File: src/rtl/rxpol_pkg.sv
package rxpol_pkg;
  typedef enum logic {
    POL_NORMAL   = 1'b0,
    POL_REVERSED = 1'b1
  } pol_e;
endpackage

File: src/rtl/rxpol_hist.sv
module rxpol_hist #(
  parameter int HIST_LEN = 5
) (
  input  logic clk,
  input  logic rst_n,
  input  logic clr,
  input  logic push,
  input  logic pol_in,
  output logic full,
  output logic uniform,
  output logic pol_last
);
  localparam int CNT_W = $clog2(HIST_LEN + 1);
  localparam logic [CNT_W-1:0] CNT_MAX = CNT_W'(HIST_LEN);

  logic [HIST_LEN-1:0] hist_q, hist_d;
  logic [CNT_W-1:0]    cnt_q, cnt_d;

  always_comb begin
    hist_d = hist_q;
    cnt_d  = cnt_q;
    if (clr) begin
      hist_d = '0;
      cnt_d  = '0;
    end else if (push) begin
      hist_d = {hist_q[HIST_LEN-2:0], pol_in};
      if (cnt_q != CNT_MAX) cnt_d = cnt_q + 1'b1;
    end
  end

  always_ff @(posedge clk or negedge rst_n) begin
    if (!rst_n) begin
      hist_q <= '0;
      cnt_q  <= '0;
    end else begin
      hist_q <= hist_d;
      cnt_q  <= cnt_d;
    end
  end

  assign full     = (cnt_q == CNT_MAX);
  assign uniform  = (&hist_q) | (~|hist_q);
  assign pol_last = hist_q[0];
endmodule

File: src/rtl/rxpol_ctrl.sv
module rxpol_ctrl
  import rxpol_pkg::*;
(
  input  logic clk,
  input  logic rst_n,
  input  logic link_ok,
  input  logic hist_full,
  input  logic hist_uniform,
  input  logic hist_pol,
  input  logic etd_evt,
  input  logic etd_neg,
  output logic pol_tgt,
  output logic etd_mode
);
  logic link_q, link_d;
  logic etd_q, etd_d;
  pol_e pol_q, pol_d;
  logic pass_entry;

  assign pass_entry = link_ok & ~link_q;

  always_comb begin
    link_d = link_ok;
    etd_d  = etd_q;
    pol_d  = pol_q;
    if (!link_ok) begin
      etd_d = 1'b0;
    end else if (etd_evt) begin
      etd_d = 1'b1;
      pol_d = pol_e'(etd_neg);
    end else if (pass_entry && !etd_q && hist_full && hist_uniform) begin
      pol_d = pol_e'(hist_pol);
    end
  end

  always_ff @(posedge clk or negedge rst_n) begin
    if (!rst_n) begin
      link_q <= 1'b0;
      etd_q  <= 1'b0;
      pol_q  <= POL_NORMAL;
    end else begin
      link_q <= link_d;
      etd_q  <= etd_d;
      pol_q  <= pol_d;
    end
  end

  assign pol_tgt  = pol_q;
  assign etd_mode = etd_q;
endmodule

File: src/rtl/rxpol_apply.sv
module rxpol_apply #(
  parameter int RX_W = 1
) (
  input  logic            clk,
  input  logic            rst_n,
  input  logic            pol_tgt,
  input  logic            frame_active,
  input  logic [RX_W-1:0] din,
  output logic            invert,
  output logic [RX_W-1:0] dout
);
  logic inv_q, inv_d;
  logic upd_en;

  assign upd_en = ~frame_active;

  always_comb begin
    inv_d = inv_q;
    if (upd_en) inv_d = pol_tgt;
  end

  always_ff @(posedge clk or negedge rst_n) begin
    if (!rst_n) inv_q <= 1'b0;
    else        inv_q <= inv_d;
  end

  for (genvar g = 0; g < RX_W; g++) begin : g_lane
    assign dout[g] = din[g] ^ inv_q;
  end

  assign invert = inv_q;
endmodule

File: src/rtl/rxpol_corr.sv
module rxpol_corr #(
  parameter int RX_W     = 1,
  parameter int HIST_LEN = 5
) (
  input  logic            clk,
  input  logic            rst_n,
  input  logic            link_ok,
  input  logic            lp_evt,
  input  logic            lp_neg,
  input  logic            etd_evt,
  input  logic            etd_neg,
  input  logic            frame_active,
  input  logic [RX_W-1:0] rx_din,
  output logic            invert,
  output logic            lp_accept,
  output logic            etd_mode,
  output logic [RX_W-1:0] rx_dout
);
  logic hist_full, hist_uniform, hist_pol;
  logic pol_tgt;
  logic hist_push;

  assign hist_push = lp_evt & ~link_ok;

  rxpol_hist #(.HIST_LEN(HIST_LEN)) u_hist (
    .clk     (clk),
    .rst_n   (rst_n),
    .clr     (link_ok),
    .push    (hist_push),
    .pol_in  (lp_neg),
    .full    (hist_full),
    .uniform (hist_uniform),
    .pol_last(hist_pol)
  );

  rxpol_ctrl u_ctrl (
    .clk         (clk),
    .rst_n       (rst_n),
    .link_ok     (link_ok),
    .hist_full   (hist_full),
    .hist_uniform(hist_uniform),
    .hist_pol    (hist_pol),
    .etd_evt     (etd_evt),
    .etd_neg     (etd_neg),
    .pol_tgt     (pol_tgt),
    .etd_mode    (etd_mode)
  );

  rxpol_apply #(.RX_W(RX_W)) u_apply (
    .clk         (clk),
    .rst_n       (rst_n),
    .pol_tgt     (pol_tgt),
    .frame_active(frame_active),
    .din         (rx_din),
    .invert      (invert),
    .dout        (rx_dout)
  );

  assign lp_accept = lp_evt & (~link_ok | (lp_neg == pol_tgt));
endmodule

File: config.mk
export PLATFORM = sky130hd
export DESIGN_NAME = rxpol_corr
export DESIGN_NICKNAME = d
export VERILOG_FILES = /design/src/rtl/rxpol_pkg.sv /design/src/rtl/rxpol_hist.sv /design/src/rtl/rxpol_ctrl.sv /design/src/rtl/rxpol_apply.sv /design/src/rtl/rxpol_corr.sv
export SDC_FILE = /design/constraint.sdc
export NUM_CORES = 1
export LEC_CHECK = 0
export ABC_AREA = 0
export BUFFER_PORTS_ARGS = -buffer_cell sky130_fd_sc_hd__buf_4
export CORE_AREA = 5 5 55 57
export DETAILED_ROUTE_END_ITERATION = 12
export DIE_AREA = 0 0 60 62
export RECOVER_POWER = 50
export SYNTH_ARGS = -nofsm -noshare
export SYNTH_HDL_FRONTEND = slang
export SYNTH_SLANG_ARGS = --single-unit
File: constraint.sdc
create_clock -name clk -period 3.48 [get_ports clk]
set_clock_uncertainty 0.1 [all_clocks]
set_input_delay 0.696 -clock clk [delete_from_list [all_inputs] [get_ports clk]]
set_output_delay 0.696 -clock clk [all_outputs]
set_load 0.01 [all_outputs]
Word-level counts from Yosys, hierarchy flattened:

Cells that the tools add are included.

* word-level logic and storage cells: 40
* output and inout bits: 4
* bits of input ports: 9
* register bits after elaboration: 12

* multiplexer cells: 9
* add/sub/neg operators: 1
* equal/unequal tests: 4
* reductions and logical operators: 12
* bitwise gates (word level): 8

Operator list (count)
* $mux W5: 2
* $mux W3: 3
* $reduce_bool A2 Y1: 3
* $reduce_and A5 Y1: 1
* $reduce_or A5 Y1: 1
* $mux W1: 4
* $reduce_and A2 Y1: 2
* $add A3 B1 Y3 const B: 1
* $and A1 B1 Y1: 3
* $eq A3 B3 Y1 const B: 1
* $logic_and A1 B1 Y1: 3
* $ne A3 B3 Y1 const B: 1
* $logic_not A1 Y1: 2
* $ne A2 B1 Y1 const B: 1
* $not A1 Y1: 2
* $or A1 B1 Y1: 2
* $eq A1 B1 Y1: 1
* $xor A1 B1 Y1: 1

Logic depth before layout (Yosys ltp):

* word-level depth: 7
* depth in mapped cells: 5
* depth with buffers taken out: 5

Hierarchy:

A second synthesis with hierarchy kept.

* cell total of the unflattened synthesis: 52
* area, all modules: 614.3 µm²

Modules (own cells, without submodules)
* rxpol_hist: seq. area each 200.2 µm², times used 1, area each 406.6 µm², cells an instance 37
* rxpol_ctrl: seq. area each 75.1 µm², times used 1, area each 136.4 µm², cells an instance 9
* rxpol_apply: seq. area each 25.0 µm², times used 1, area each 48.8 µm², cells an instance 3
* rxpol_corr: seq. area each 0.0 µm², times used 1, area each 22.5 µm², cells an instance 3

Worst setup path after synthesis:

Ideal clock, no wire load.

* path type: input to output
* from: in lp_evt
* to: out lp_accept
* setup slack: 1.472 ns
* required time: 2.684 ns
* arrival: 1.212 ns
* stages on the path: 2
* path buffers: 1
* path through: buf_2 > a21boi_0

* cells in the longest elaborated chain, start to end: 1

RTL lines
* from (decl): line rxpol_corr.sv:8 `input logic lp_evt,`
* $and A1 B1 Y1: line rxpol_corr.sv:59 `assign lp_accept = lp_evt & (~link_ok | (lp_neg == pol_tgt));`
* to (decl): line rxpol_corr.sv:15 `output logic lp_accept,`

Every way passes these cells.

Worst setup path after layout:

* from: in link_ok
* to: out lp_accept

* cells in the longest elaborated chain, start to end: 3

RTL lines
* from (decl): line rxpol_corr.sv:7 `input logic link_ok,`
* $not A1 Y1: line rxpol_corr.sv:59
* $or A1 B1 Y1: line rxpol_corr.sv:59
* $and A1 B1 Y1: line rxpol_corr.sv:59

Every way passes these cells.

==> PnR_summary.wiki <==
{| class="wikitable"
! Metric !! Value
|-
| Starting density of the core || 0.241
|-
| Post-route clock period utilization || 0.652
|-
| Area post-placement || 704 um^2
|-
| Die height || just over 60 um
|-
| Number of standard-cell rows in the floorplan || 18
|-
| Level count of the clock H-tree || 1
|-
| Areal power density over the cells || 442 nW/um^2
|-
| Clock tree from TritonCTS || built
|-
| Worst endpoint data arrival time || approximately 1.5 ns
|-
| Final antenna-violating net count || 0
|-
| Signed area change from the synthesized netlist to the final layout || 25.2%
|-
| Netlist area before placement || 586 um^2
|-
| DR DRC count || 0
|-
| Nature of the critical path endpoint || primary output
|-
| Number of storage elements in the synthesis netlist || 12
|-
| Detailed Route Iter0 Violations || 5
|-
| Maximum number of pins on one net before global-route repair || 15
|-
| Post-Place Setup Slack || 1.43 ns
|-
| Hold buffer count at cts || 0
|-
| Switching share of total power || 0.246
|-
| Highest clock rate || 440 MHz
|-
| Number of post-CTS setup repair buffers || 0
|-
| Worst-case setup margin in the final layout || 1.21 ns
|-
| Worst path max stage delay || between 0.4 and 0.5 ns
|-
| Vias per cell || 4.46
|-
| Die Width || 60 um
|-
| Total count of max-transition violations in the final report || 0
|-
| Setup repair after global routing missed its margin || false
|-
| Final core utilization || 0.301
|-
| Post-synth net total || 62
|-
| Category of the critical setup timing path || in -> out
|-
| Max-Cap Viols || 0
|-
| Slew at the pin closest to its max-slew limit || 0.651 ns
|-
| Hold Path Class || in -> async
|-
| Tot GR Track Use || 0.0687
|-
| Share of the yosys chip area belonging to registers || 0.513
|-
| Detailed Routing Iterations Pass 1 || 2
|-
| Fill cell count || 262
|-
| Most common cell after layout, fill and taps aside || dfrtp_1
|-
| Detailed-placement wirelength estimate || 834 um
|-
| Static leakage || 0.346 nW
|-
| Number of nets in the finished design || 77
|-
| Post-CTS Resized || 0
|-
| Final-layout worst hold slack || between 0.3 and 0.4 ns
|-
| Count of placed standard cells in the final layout, fillers left out || 95
|-
| Top fanout value on the critical path || 14
|-
| Sequential cell area in the final layout || 300 um^2
|-
| Net Sw Power || 0.0796 mW
|-
| RD Place Congestion || 0.733
|-
| Portion of total power attributed to the clock network || 0.333
|-
| Hold violation total from the final report || 0
|-
| Per-cell routed wire length || roughly 11 um
|-
| GR Overflow Total || 0
|-
| First-pass GRT wire length || 1880 um
|-
| Number of input and output port buffers inserted || 12
|-
| Worst path slowest cell || clkbuf_1
|-
| Number of antenna violations at the first check in global routing || 0
|-
| Crit path depth || 3
|-
| Via count of the first global-routing pass || 442
|-
| Warning count from the yosys run || 0
|-
| Combinational cell fraction of total power || 0.177
|-
| Cell Chain, Critical Path || clkbuf_1, a21boi_0, buf_4
|-
| Leading cell types in the layout, fill and taps excluded || 12 x dfrtp_1, 10 x buf_4, 9 x nor2_1, 5 x mux2i_1, 3 x clkbuf_4
|-
| Vias post-DR || 424
|-
| Number of different library cells in the post-synthesis netlist || 24
|-
| Dominant delay contributor by cell family on the critical path || buffers and inverters
|-
| Overall die area || between 3000 and 4000 um^2
|-
| Later-pin clock latency in the skew report || roughly 0.27 ns
|-
| # diodes || 0
|-
| Min Clock Period, post-route || 2.27 ns
|-
| Maximum vdd ir drop || between 0.00015 and 0.0002 V
|-
| Area used by multi-input combinational logic || 273 um^2
|-
| # IOs || 13
|-
| Post-route design area || around 730 um^2
|-
| DP Cell Count || about 90
|-
| Worst-path clk slew || approximately 0.080 ns
|-
| Final setup viols || 0
|-
| Reg2Reg Depth || 3
|-
| Max Buffers Root-to-Sink || 2
|-
| CP Launch Type || input pin
|-
| Clk sinks || 12
|-
| Number of buffers created by CTS || 3
|-
| CP Buf/Inv Count || 2
|-
| Clk Tree Root Cell || clkbuf_4
|-
| Power Internal || between 0.2 and 0.25 mW
|-
| Routed WL || ~1100 um
|-
| Mean instance size in the synthesized netlist || around 11 um^2
|-
| Core area || 2430 um^2
|-
| Share of total power in sequential cells || 0.490
|-
| Required time of the worst setup path || 2.68 ns
|-
| Synth Instances || 51
|-
| Max-Slew Margin vs Limit || 0.566
|-
| Result of the run || finished, final reports clean
|-
| Share of cells above drive strength 1 || 0.262
|-
| Power, Total || 0.324 mW
|-
| Sum of negative setup slack || 0 ns
|}
==> kinds of logic after synthesis <==
family,after synthesis,share of synthesized area
adders and majority gates,2,0.0427
and+or+nand+nor,17,0.165
AOI/OAI and AO/OA,7,0.0897
buffers and inverters,3,0.0213
muxes,7,0.124
DFF,12,0.513
xor gates and xnor gates,3,0.0449
==> worst paths after layout <==
check	slack (ns)	from	endpoint
setup / recovery	1.21	link_ok	lp_accept
hold / removal	0.32	rst_n	u_apply.invert$_DFFE_PN0N_
setup reg to reg	1.85	u_hist.hist_q[0]$_DFFE_PN0P_	u_ctrl.pol_tgt$_DFFE_PN0P_
hold reg to reg	0.43	u_ctrl.etd_mode$_DFFE_PN0P_	u_ctrl.etd_mode$_DFFE_PN0P_
max in group asynchronous	2.54	rst_n	u_hist.cnt_q[0]$_DFFE_PN0P_
min in group clk	0.43	u_ctrl.etd_mode$_DFFE_PN0P_	u_ctrl.etd_mode$_DFFE_PN0P_
==> layer usage <==
metal,GRT usage,share of wire
met1,0.0855,0.46
met2,0.108,0.46
met3,0.0186,0.076
met4,0.0380,0
met5,0,0
==> flip-flops by register name, summed over array words and instances (netlist names) <==
signal	count
u_ctrl.etd_mode	1
u_ctrl.pol_tgt	1
u_hist.hist_q	5
u_hist.cnt_q	3
u_apply.invert	1
u_ctrl.link_q	1
==> power by group through the flow <==
stage | registers [mW] | logic [mW] | clock network, mW
after detailed placement | 0.162 | 0.0597 | 0
after global routing | 0.160 | 0.0648 | 0.115
final | 0.159 | 0.0573 | 0.108
after floorplan | 0.161 | 0.0310 | 0
after CTS | 0.159 | 0.0600 | 0.113
after global placement | 0.161 | 0.0576 | 0
==> cells in the mapped netlist (all sizes together) <==
cell,number,area [um^2]
buf,1,5.00
and4b,1,10.0
nor2b,1,6.26
mux2,2,22.5
clkbuf,1,3.75
a211oi,2,15.0
a21boi,2,15.0
nor4,1,6.26
inv,1,3.75
nor3,1,5.00
xor2,2,17.5
xnor2,1,8.76
dfrtp,12,300
a21oi,1,5.00
nand4,1,6.26
nand2b,1,6.26
ha,2,25.0
nor2,9,33.8
or4,1,11.3
nand4bb,1,11.3
a221o,1,10.0
mux2i,5,50.1
o21a,1,7.51
==> area by class of cell <==
type                    instances  area share
inverters                       1     0.00512
multi-input cells              36       0.372
clock buffers                   4      0.0495
flip-flops and latches         12       0.410
repair buffers                 12       0.113
well taps                      30      0.0512
Note: power is estimated with default switching activity, not from simulation.
